File: src/rtl/chan_cfg_pkg.sv
// Package: bit positions and widths of the channel configuration word.
// Assumes a 16-bit register with an 8-bit error counter in the low byte.
package chan_cfg_pkg;
    localparam int REG_W     = 16;
    localparam int CNT_W     = 8;
    localparam int B_SW_DIS  = 15;
    localparam int B_PIN_DIS = 14;
    localparam int B_OVR     = 13;
    localparam int B_UNR     = 12;
    localparam int B_ANEG    = 11;
    localparam int B_CENT    = 10;
    localparam int B_BCAST   = 9;
    localparam int B_RSEL    = 8;
endpackage

File: src/rtl/cfg_sticky_flag.sv
// Module: status bit that latches high and clears on a read strobe.
// Assumes that an event coinciding with the clear must survive the clear.
module cfg_sticky_flag (
    input  logic clk,
    input  logic rst_n,
    input  logic set_i,
    input  logic clr_i,
    output logic flag_o
);
    // Latch events; a read reloads the flag from the event input.
    always_ff @(posedge clk) begin
        if (!rst_n)
            flag_o <= 1'b0;
        else if (clr_i)
            flag_o <= set_i;
        else if (set_i)
            flag_o <= 1'b1;
    end
endmodule

File: src/rtl/cfg_err_counter.sv
// Module: saturating event counter that clears on read.
// Assumes at most one event per cycle; an event during the clear counts as one.
module cfg_err_counter #(
    parameter int W = 8
) (
    input  logic         clk,
    input  logic         rst_n,
    input  logic         inc_i,
    input  logic         clr_i,
    output logic [W-1:0] cnt_o
);
    localparam logic [W-1:0] CNT_MAX = {W{1'b1}};

    // Count up to the maximum, or restart from the current event on a read.
    always_ff @(posedge clk) begin
        if (!rst_n)
            cnt_o <= '0;
        else if (clr_i)
            cnt_o <= {{(W-1){1'b0}}, inc_i};
        else if (inc_i && cnt_o != CNT_MAX)
            cnt_o <= cnt_o + 1'b1;
    end
endmodule

File: src/rtl/cfg_ctrl_bits.sv
// Module: software-writable control fields with reset values taken from straps.
// Assumes the straps are stable while reset is held. HAS_BCAST selects
// whether this channel implements the broadcast field.
module cfg_ctrl_bits #(
    parameter bit HAS_BCAST = 1'b1
) (
    input  logic        clk,
    input  logic        rst_n,
    input  logic        strap_clk_cent,
    input  logic        strap_bcast,
    input  logic        strap_rsel,
    input  logic        redund_en,
    input  logic        wr_stb,
    input  logic [15:0] wr_data,
    output logic        sw_dis_o,
    output logic        cent_o,
    output logic        bcast_o,
    output logic        rsel_o
);
    import chan_cfg_pkg::*;

    // Load the unconditional fields from straps in reset, from write data afterwards.
    always_ff @(posedge clk) begin
        if (!rst_n) begin
            sw_dis_o <= 1'b0;
            cent_o   <= strap_clk_cent;
            rsel_o   <= strap_rsel;
        end else if (wr_stb) begin
            sw_dis_o <= wr_data[B_SW_DIS];
            cent_o   <= wr_data[B_CENT];
            rsel_o   <= wr_data[B_RSEL];
        end
    end

    generate
        if (HAS_BCAST) begin : g_bcast
            // Broadcast: strap qualified by redundant mode, written only in that mode.
            always_ff @(posedge clk) begin
                if (!rst_n)
                    bcast_o <= strap_bcast & redund_en;
                else if (wr_stb && redund_en)
                    bcast_o <= wr_data[B_BCAST];
            end
        end else begin : g_no_bcast
            assign bcast_o = 1'b0;
        end
    endgenerate
endmodule

File: src/rtl/chan_cfg_reg.sv
// Module: channel configuration and status register, top level.
// Assumes rd_data is taken by the management engine in the cycle of rd_stb;
// the clear-on-read fields change on the edge that ends that cycle.
module chan_cfg_reg #(
    parameter int CHAN_IDX    = 0,
    parameter int BCAST_CHANS = 2
) (
    input  logic        clk,
    input  logic        rst_n,
    input  logic        strap_xcvr_dis,
    input  logic        strap_clk_cent,
    input  logic        strap_bcast,
    input  logic        strap_rsel,
    input  logic        redund_en,
    input  logic        ovr_evt,
    input  logic        unr_evt,
    input  logic        aneg_active,
    input  logic        rx_err,
    input  logic        rd_stb,
    input  logic        wr_stb,
    input  logic [15:0] wr_data,
    output logic [15:0] rd_data,
    output logic        chan_disable
);
    import chan_cfg_pkg::*;

    localparam bit HAS_BCAST = (CHAN_IDX < BCAST_CHANS);

    logic             sw_dis, cent, bcast, rsel;
    logic             ovr_q, unr_q, aneg_q;
    logic [CNT_W-1:0] err_cnt;

    cfg_ctrl_bits #(.HAS_BCAST(HAS_BCAST)) u_ctrl (
        .clk(clk), .rst_n(rst_n),
        .strap_clk_cent(strap_clk_cent), .strap_bcast(strap_bcast),
        .strap_rsel(strap_rsel), .redund_en(redund_en),
        .wr_stb(wr_stb), .wr_data(wr_data),
        .sw_dis_o(sw_dis), .cent_o(cent), .bcast_o(bcast), .rsel_o(rsel)
    );

    cfg_sticky_flag u_ovr (
        .clk(clk), .rst_n(rst_n), .set_i(ovr_evt), .clr_i(rd_stb), .flag_o(ovr_q)
    );

    cfg_sticky_flag u_unr (
        .clk(clk), .rst_n(rst_n), .set_i(unr_evt), .clr_i(rd_stb), .flag_o(unr_q)
    );

    cfg_err_counter #(.W(CNT_W)) u_cnt (
        .clk(clk), .rst_n(rst_n), .inc_i(rx_err), .clr_i(rd_stb), .cnt_o(err_cnt)
    );

    // Register the auto-negotiation level for the read-only status bit.
    always_ff @(posedge clk) begin
        if (!rst_n)
            aneg_q <= 1'b0;
        else
            aneg_q <= aneg_active;
    end

    // Assemble the register word from the field sources.
    always_comb begin
        rd_data              = '0;
        rd_data[B_SW_DIS]    = sw_dis;
        rd_data[B_PIN_DIS]   = strap_xcvr_dis;
        rd_data[B_OVR]       = ovr_q;
        rd_data[B_UNR]       = unr_q;
        rd_data[B_ANEG]      = aneg_q;
        rd_data[B_CENT]      = cent;
        rd_data[B_BCAST]     = bcast;
        rd_data[B_RSEL]      = rsel;
        rd_data[CNT_W-1:0]   = err_cnt;
    end

    // Channel is off when either the pin or software asks for it.
    assign chan_disable = sw_dis | strap_xcvr_dis;
endmodule

File: config.mk
export PLATFORM = sky130hd
export DESIGN_NAME = chan_cfg_reg
export DESIGN_NICKNAME = d
export VERILOG_FILES = /design/src/rtl/chan_cfg_pkg.sv /design/src/rtl/cfg_sticky_flag.sv /design/src/rtl/cfg_err_counter.sv /design/src/rtl/cfg_ctrl_bits.sv /design/src/rtl/chan_cfg_reg.sv
export SDC_FILE = /design/constraint.sdc
export NUM_CORES = 1
export LEC_CHECK = 0
export BUFFER_PORTS_ARGS = -buffer_cell sky130_fd_sc_hd__buf_2
export CAP_MARGIN = 0
export CORE_MARGIN = 2
export CORE_UTILIZATION = 45
export DETAILED_ROUTE_END_ITERATION = 8
export GPL_ROUTABILITY_DRIVEN = 0
export PLACE_DENSITY = 0.79
export SYNTH_ARGS = -nofsm -noshare
export SYNTH_HDL_FRONTEND = slang
export SYNTH_SLANG_ARGS = --single-unit
export TNS_END_PERCENT = 50
File: constraint.sdc
create_clock -name clk -period 3.9 [get_ports clk]
set_clock_uncertainty 0.2 [all_clocks]
set_input_delay 0.78 -clock clk [delete_from_list [all_inputs] [get_ports clk]]
set_output_delay 0.78 -clock clk [all_outputs]
set_load 0.02 [all_outputs]
# After elaboration in Yosys (flattened, before gate mapping)
# Index checks and enable logic that the tools add are counted.
[classes]
addsub = 1
mux = 12
bitwise = 3
eq_ne = 3
reduce_logical = 6
[ops]
columns = ["operator", "count"]
rows = [
  ["two-way mux 1 bit", 12],
  ["adder 8 x 1 -> 8 bit (second input constant)", 1],
  ["inequality test 8 bit (second input constant)", 1],
  ["nonzero test 2 bit", 3],
  ["inequality test 2 x 1 -> 1 bit (second input constant)", 2],
  ["logical AND 1 bit", 2],
  ["OR reduction 2 bit", 1],
  ["AND 1 bit", 1],
  ["NOT 1 bit", 1],
  ["bitwise OR 1 bit", 1],
]
[totals]
out_inout_bits = 17
word_cells = 34
register_bits = 15
inputBits = 29

# Logic depth before layout (Yosys ltp)
# Gate-level depths: netlist of the first run.
[depth]
ltp_word = 4
ltp_mapped = 4
mapped_depth_nobuf = 4

# Hierarchy
# A second synthesis of the first run with hierarchy kept.
[hier_totals]
cells_unflattened = 82
area_unflattened_um2 = 810.8
[modules_own_cells]
columns = ["module", "cells_each", "area_each_um2", "seq_area_each_um2", "instances"]
rows = [
  ["cfg_err_counter", 51, 460.4, 160.2, 1],
  ["cfg_ctrl_bits", 14, 175.2, 110.1, 1],
  ["chan_cfg_reg", 11, 92.6, 20.0, 1],
  ["cfg_sticky_flag", 3, 41.3, 20.0, 2],
]

# Worst setup path after synthesis of the first run
# OpenSTA, ideal clock, no wires.
[synth_timing]
kind = "input to output"
from = "input port strap_xcvr_dis"
to = "output port chan_disable"
t_arrival_ps = 1100
path_buffers = 0
stages = 1
slack_ps = 1820
t_required_ps = 2920
path_cell_list = "or2_2"
[synth_between]
elab_chain_len = 1
[synth_lines]
columns = ["item", "line_no", "source"]
rows = [
  ["start: declaration", "chan_cfg_reg.sv:10", "input logic strap_xcvr_dis,"],
  ["bitwise OR 1 bit", "chan_cfg_reg.sv:76", "assign chan_disable = sw_dis | strap_xcvr_dis;"],
  ["end: declaration", "chan_cfg_reg.sv:23", "output logic chan_disable"],
]
# No other way between the ends.

# Worst setup path in the final report of the first run
# Ends and elaborated chain as after synthesis.

==> results of run 1 <==
## registers in the layout, indices dropped and copies added, names as in the netlist
signal,cells
u_ctrl.cent_o,1
aneg_q,1
u_ctrl.bcast_o,1
u_unr.flag_o,1
u_cnt.cnt_o,8
u_ovr.flag_o,1
u_ctrl.rsel_o,1
u_ctrl.sw_dis_o,1
## how the worst max path moves through the flow
stage          slack [ps]  cells after the start            from      endpoint
6_report             1620                      3  strap_xcvr_dis  chan_disable
5_1_grt              1600                      3  strap_xcvr_dis  chan_disable
4_1_cts              1620                      3  strap_xcvr_dis  chan_disable
3_5_place_dp         1620                      3  strap_xcvr_dis  chan_disable
3_3_place_gp         1630                      3  strap_xcvr_dis  chan_disable
2_1_floorplan        1820                      1  strap_xcvr_dis  chan_disable
## cell type report
cell class	instances	area [sq um]
flip-flops and latches	15	330.3
clock buffers	4	26.28
multi-input cells	53	355.3
inverters	2	7.507
well taps	16	20.02
repair buffers	33	165.2
fillers	140	654.4
## Yosys cell counts (2+ instances only)
library cell / instances / area share, %
sky130_fd_sc_hd__dfxtp_1: 12 / 31
sky130_fd_sc_hd__nand2_1: 9 / 4.4
sky130_fd_sc_hd__buf_4: 8 / 7.8
sky130_fd_sc_hd__a21oi_1: 4 / 2.6
sky130_fd_sc_hd__a31oi_1: 3 / 2.4
sky130_fd_sc_hd__edfxtp_1: 3 / 12
sky130_fd_sc_hd__nand3_1: 3 / 1.9
sky130_fd_sc_hd__nor2_1: 3 / 1.5
sky130_fd_sc_hd__o21ai_0: 3 / 1.9
sky130_fd_sc_hd__and2_1: 2 / 1.6
sky130_fd_sc_hd__inv_1: 2 / 0.97
sky130_fd_sc_hd__mux2_2: 2 / 2.9
sky130_fd_sc_hd__mux2i_1: 2 / 2.6
sky130_fd_sc_hd__nand2b_1: 2 / 1.6
sky130_fd_sc_hd__nand4_1: 2 / 1.6
sky130_fd_sc_hd__nor3_1: 2 / 1.3
sky130_fd_sc_hd__o2111ai_1: 2 / 2.3
## per-stage QoR
step / hold WS (ps) / total power [mW] / instances / instance area, sq um / utilization (%)
after global placement: 262.9 / 0.2137 / 119 / 878.3 / 56.34
final: 292.6 / 0.2981 / 123 / 904.6 / 58.03
after floorplan: 252.4 / 0.2053 / 80 / 772.0 / -
after CTS: 298.1 / 0.3002 / 123 / 904.6 / 58.03
after detailed placement: 278.4 / 0.2149 / 119 / 878.3 / 56.34
after global routing: 334.4 / 0.3127 / 123 / 904.6 / 58.03
## routing by layer
layer  track usage (%)  wire length [um]  up-vias
met3             3.175               122        2
li1                  -                 -      343
met4             8.235                14        0
met5                 0                 0        -
met1             19.85               619      313
met2             26.76               764       35
## logic make-up after synthesis
| group | Yosys count | synth area share, % |
|---|---|---|
| and+or+nand+nor | 31 | 22.37 |
| AOI/OAI and AO/OA | 17 | 16.53 |
| DFF | 15 | 42.79 |
| buffers and inverters | 12 | 11.18 |
| muxes | 4 | 5.510 |
| adders and majority gates | 1 | 1.620 |
## critical path, cell delays in order
cell and delay (ps):
sky130_fd_sc_hd__buf_2 100, sky130_fd_sc_hd__or2_2 260, sky130_fd_sc_hd__buf_2 160
## where the power goes
part	total (mW)	leakage [nW]	switching, mW	internal (mW)
logic	0.0426	0.277	0.0248	0.0178
clock network	0.0872	0.0150	0.0475	0.0397
registers	0.168	0.128	0.00276	0.166
==> impl_results.rst, run 1 <==
.. list-table::
   :header-rows: 1

   * - Metric
     - Value
   * - CP required
     - 2920 ps
   * - Mapped Nets
     - 110
   * - Sum Neg Setup Slack
     - 0 ps
   * - DRC violation total after the first TritonRoute iteration
     - 13
   * - Total number of nets in the final design
     - 138
   * - Pin count of the biggest net entering global routing
     - 12
   * - Top library cells by usage in the layout, fill and taps aside
     - 33 x sky130_fd_sc_hd__buf_2, 12 x sky130_fd_sc_hd__dfxtp_1, 9 x sky130_fd_sc_hd__nand2_1
   * - Vias/cell
     - 5.634
   * - Post-synthesis instance area
     - 772.0 sq um
   * - Number of diodes added for antenna fixing
     - 0
   * - Clock latency on the worst-skew pair
     - 280 ps
   * - Number of hold violations in the final report
     - 0
   * - Remaining DRCs
     - 0
   * - Final critical-path share of the clock period
     - 58.39%
   * - End point of the most critical hold path
     - u_unr.flag_o
   * - Hold buffer count at cts
     - 0
   * - Worst r2r dst
     - u_cnt.cnt_o[6]
   * - Leftover overflow at the end of global routing
     - 0
   * - Type of element capturing the critical path
     - primary output
   * - Setup violation total in the final timing report
     - 0
   * - Iteration count of the initial detailed-routing pass
     - 4
   * - Number of synthesis warnings
     - 0
   * - Reg2reg start
     - u_cnt.cnt_o[0]
   * - Floorplan die area
     - 2063 sq um
   * - Number of max-cap violations
     - 0
   * - Post-synthesis to final-layout area growth
     - 17.18%
   * - Core Region
     - 1559 sq um
   * - Hold/Removal Path Class
     - flop to flop
   * - Final antenna-violating net count
     - 0
   * - Async S/R FF share, synth
     - 0%
   * - Width of the chip
     - 45.42 um
   * - Pre-CTS worst setup slack
     - 1619 ps
   * - FMAX
     - 439.1 MHz
   * - Vias after detailed routing
     - 693
   * - Most common cell after layout, fill and taps aside
     - sky130_fd_sc_hd__buf_2
   * - DP Wirelength
     - 1.196 mm
   * - Final period demand of the worst path
     - 2277 ps
   * - Gate count after technology mapping
     - 80
   * - Number of unique standard cell types used by synthesis
     - 33
   * - Sort of element at the start of the critical path
     - input pin
   * - Worst path setup slack after routing
     - 1623 ps
   * - Count of input and output buffers
     - 33
   * - Worst-Margin Slew
     - 343.1 ps
   * - Starting density of the core
     - 49.52%
   * - Setup repair after global routing missed its margin
     - false
   * - Power per cell area
     - 329.5 nW/um^2
   * - Clk sink count
     - 15
   * - Number of buffers added by the clock tree synthesis step
     - 3
   * - Height of the chip
     - 45.42 um
   * - Final max-slew violation count
     - 0
   * - Rows
     - 14
   * - I/O pin count
     - 46
   * - Leakage power
     - 0.4204 nW
   * - Top flip-flop cell by instance count after synthesis
     - sky130_fd_sc_hd__dfxtp_1
   * - Global routing usage summed across all routing layers
     - 16.21%
   * - Post-CTS Repair Setup Buffers
     - 0
   * - Path depth of the worst reg2reg path
     - 4
   * - Routed length per instance
     - 12.37 um
   * - WS Path Type
     - input pin to primary output
   * - Hold path start
     - u_unr.flag_o
   * - Clock slew seen by the registers of the worst setup and hold paths
     - 90 ps
   * - Hold depth
     - 2
   * - First-pass GRT wire length
     - 2.463 mm
   * - Share of synthesized area occupied by flip-flops and latches
     - 42.79%
   * - Maximum fanout along the worst path
     - 2
   * - Worst path arrival time
     - 1300 ps
   * - Status
     - finished, final reports clean
   * - Share of layout cells above drive strength 1
     - 41.12%
   * - CTS H-tree depth
     - 1
   * - Worst slew slack as a fraction of its limit
     - 77.08%
   * - Syn_area_per_cell
     - 9.650 sq um
   * - Clock tree from TritonCTS
     - built
   * - Number of antenna violations at the first check in global routing
     - 0
   * - Vias in the first global route
     - 611
   * - Number of instances resized during post-cts repair
     - 0
   * - Total of flip-flops plus latches after synthesis
     - 15
   * - Setup slack of the most critical reg-to-reg path
     - 2280 ps
   * - Total length of routed wires
     - 1.521 mm
   * - Clk root buf
     - sky130_fd_sc_hd__clkbuf_4
   * - Number of buffers between clock root and the deepest sink
     - 2
   * - Worst IR drop on VDD
     - 0.1734 mV
   * - Number of flops mapped to enable cells by yosys
     - 3
Note: power is estimated with default switching activity, not from simulation.
==> inputs of run 2 (changes only) <==
--- a/config.mk
+++ b/config.mk
@@ -8,10 +8,10 @@
 export BUFFER_PORTS_ARGS = -buffer_cell sky130_fd_sc_hd__buf_2
 export CAP_MARGIN = 0
 export CORE_MARGIN = 2
-export CORE_UTILIZATION = 45
+export CORE_UTILIZATION = 42
 export DETAILED_ROUTE_END_ITERATION = 8
 export GPL_ROUTABILITY_DRIVEN = 0
-export PLACE_DENSITY = 0.79
+export PLACE_DENSITY = 0.74
 export SYNTH_ARGS = -nofsm -noshare
 export SYNTH_HDL_FRONTEND = slang
 export SYNTH_SLANG_ARGS = --single-unit
==> constraint.sdc (replaced) <==
create_clock -name clk -period 2.25 [get_ports clk]
set_clock_uncertainty 0.2 [all_clocks]
set_input_delay 0.45 -clock clk [delete_from_list [all_inputs] [get_ports clk]]
set_output_delay 0.45 -clock clk [all_outputs]
set_load 0.02 [all_outputs]
==> run 2 against run 1 <==
Net effect: global-route usage decreased by 1.9 points; critical path depth decreased by 1; final cell count increased by 7.3%.
==> impl_results.rst, run 2 (synthesized netlist as in run 1, its figures left out) <==
.. list-table::
   :header-rows: 1

   * - Metric
     - Value
   * - Top library cells by usage in the layout, fill and taps aside
     - 33 x sky130_fd_sc_hd__buf_2, 12 x sky130_fd_sc_hd__dfxtp_1, 9 x sky130_fd_sc_hd__nand2_1
   * - Filler cells
     - 173 (+24%)
   * - Power per cell area
     - 567.5 nW/um^2 (+72%)
   * - Hold buffer count at cts
     - 0 (unchanged)
   * - Slowest cell delay on critical path
     - 320 ps (+60 ps)
   * - Reg2reg start
     - u_cnt.cnt_o[0]
   * - Worst IR drop on VDD
     - 0.2587 mV (+49%)
   * - Worst r2r dst
     - u_cnt.cnt_o[6]
   * - Number of hold violations in the final report
     - 0 (unchanged)
   * - Number of buffers between clock root and the deepest sink
     - 2 (unchanged)
   * - Crit-path leading delay family
     - flip-flops
   * - Series of cell instances along the critical path
     - or2_2 > buf_2
   * - Type of element capturing the critical path
     - primary output
   * - Slowest cell on the critical path
     - sky130_fd_sc_hd__dfxtp_1
   * - Utilization after layout
     - 53.04% (-5.0 points)
   * - WS Path Type
     - flop to primary output
   * - Final hold slack
     - 167.9 ps (-124.6 ps)
   * - Final critical-path share of the clock period
     - 75.32%
   * - CTS H-tree depth
     - 1 (unchanged)
   * - Post-CTS Repair Setup Buffers
     - 0 (unchanged)
   * - Most common cell after layout, fill and taps aside
     - sky130_fd_sc_hd__buf_2
   * - Clock slew seen by the registers of the worst setup and hold paths
     - 90 ps (about the same)
   * - Hold depth
     - 3 (+1)
   * - Setup slack of the most critical reg-to-reg path
     - 660 ps (-1620 ps)
   * - Area occupied by registers
     - 330.3 sq um (unchanged)
   * - Starting density of the core
     - 44.71% (-4.8 points)
   * - Maximum fanout along the worst path
     - 3 (+1)
   * - CP required
     - 1600 ps (-1320 ps)
   * - Final max-slew violation count
     - 0 (unchanged)
   * - DP Wirelength
     - 1.167 mm (-2.4%)
   * - DRC violation total after the first TritonRoute iteration
     - 23 (+10)
   * - Worst path arrival time
     - 1040 ps (-260 ps)
   * - Share of layout cells above drive strength 1
     - 41.12% (unchanged)
   * - Pre-CTS worst setup slack
     - 634.0 ps (-985.3 ps)
   * - FMAX
     - 590.1 MHz
   * - Total length of routed wires
     - 1.512 mm (-0.59%)
   * - Rows
     - 15 (+1)
   * - Register with the most flip-flops
     - u_cnt.cnt_o
   * - Floorplan die area
     - 2197 sq um (+6.5%)
   * - First-pass GRT wire length
     - 2.277 mm (-7.6%)
   * - Area of the multi-input gates
     - 355.3 sq um (unchanged)
   * - Width of the chip
     - 46.87 um (+3.2%)
   * - Post-synthesis to final-layout area growth
     - 18.64%
   * - Number of antenna violations at the first check in global routing
     - 0 (unchanged)
   * - Core Region
     - 1727 sq um (+11%)
   * - Number of flip-flops in the largest register
     - 8 (unchanged)
   * - Pin count of the biggest net entering global routing
     - 12 (unchanged)
   * - Remaining DRCs
     - 0 (unchanged)
   * - Count of input and output buffers
     - 33 (unchanged)
   * - Status
     - finished, final reports clean
   * - Clk sink count
     - 15 (unchanged)
   * - Worst-Margin Slew
     - 361.9 ps (+18.82 ps)
   * - Number of instances resized during post-cts repair
     - 0 (unchanged)
   * - Vias/cell
     - 5.424 (-3.7%)
   * - Vias in the first global route
     - 571 (-6.5%)
   * - Number of buffers added by the clock tree synthesis step
     - 3 (unchanged)
   * - Bufs and invs on worst path
     - 1 (-1)
   * - Total number of nets in the final design
     - 138 (unchanged)
   * - I/O pin count
     - 46 (unchanged)
   * - Clock latency on the worst-skew pair
     - 280 ps (about the same)
   * - Routed length per instance
     - 11.45 um (-7.4%)
   * - Hold path start
     - unr_evt
   * - Iteration count of the initial detailed-routing pass
     - 5 (+1)
   * - Leftover overflow at the end of global routing
     - 0 (unchanged)
   * - Cell Count, Final, Fillers Out
     - 132 (+7.3%)
   * - Leakage power
     - 0.4204 nW (unchanged)
   * - Vias after detailed routing
     - 716 (+3.3%)
   * - End point of the most critical hold path
     - u_unr.flag_o
   * - Worst slew slack as a fraction of its limit
     - 75.82% (-1.3 points)
   * - Final period demand of the worst path
     - 1695 ps
   * - Clock tree from TritonCTS
     - built
   * - Final antenna-violating net count
     - 0 (unchanged)
   * - Worst path setup slack after routing
     - 555.4 ps (-1068 ps)
   * - Hold/Removal Path Class
     - input pin to flop
   * - Height of the chip
     - 46.87 um (+3.2%)
   * - Number of diodes added for antenna fixing
     - 0 (unchanged)
   * - Placed cell count
     - 128 (+7.6%)
   * - Path depth of the worst reg2reg path
     - 4 (unchanged)
   * - Sum Neg Setup Slack
     - 0 ps (unchanged)
   * - Global routing usage summed across all routing layers
     - 14.31% (-1.9 points)
   * - Sort of element at the start of the critical path
     - flop
   * - Setup repair after global routing missed its margin
     - false
   * - Number of max-cap violations
     - 0 (unchanged)
   * - Setup violation total in the final timing report
     - 0 (unchanged)
   * - Clk root buf
     - sky130_fd_sc_hd__clkbuf_4
-- run 2: cell counts in the layout (fill, tap and decap cells not counted) --
Identical to the previous run, type by type.
-- run 2: power by group --
part / switching, mW / internal, mW
Combinational: 0.0425 / 0.0309
Sequential: 0.00489 / 0.287
Clock: 0.0857 / 0.0689
-- run 2: final cells by class --
type	count	area share, %
inverters	2	0.8197
repair buffers	33	18.03
multi-input cells	53	38.80
clock buffers	4	2.869
flip-flops and latches	15	36.07
well taps	25	3.415
-- run 2: layer usage --
metal / vias up / routed length, um / track usage (%)
li1: 344 / - / -
met1: 324 / 635 / 17.56
met2: 42 / 723 / 24.38
met3: 6 / 127 / 2.308
met4: 0 / 25 / 6.667
met5: - / 0 / 0
-- run 2: worst register-to-register path: stages, from the launching register on --
cell	delay (ps)
sky130_fd_sc_hd__dfxtp_1	390
sky130_fd_sc_hd__ha_1	310
sky130_fd_sc_hd__nand4_1	170
sky130_fd_sc_hd__nor4b_1	320
sky130_fd_sc_hd__nor3_1	80
-- run 2: worst max path at each step --
stage	slack, ps	cells past startpoint	endpoint	from
2_1_floorplan	710	4	u_cnt.cnt_o[6]	u_cnt.cnt_o[1]
3_3_place_gp	640	3	chan_disable	strap_xcvr_dis
3_5_place_dp	630	3	chan_disable	strap_xcvr_dis
4_1_cts	550	2	chan_disable	u_ctrl.sw_dis_o
5_1_grt	530	2	chan_disable	u_ctrl.sw_dis_o
6_report	560	2	chan_disable	u_ctrl.sw_dis_o
-- run 2: stage by stage --
step	power (mW)	instance area (sq um)
3_5_place_dp	0.3724	889.6
5_1_grt	0.5413	915.9
3_3_place_gp	0.3705	889.6
6_report	0.5198	915.9
4_1_cts	0.5252	915.9
2_1_floorplan	0.3559	772.0
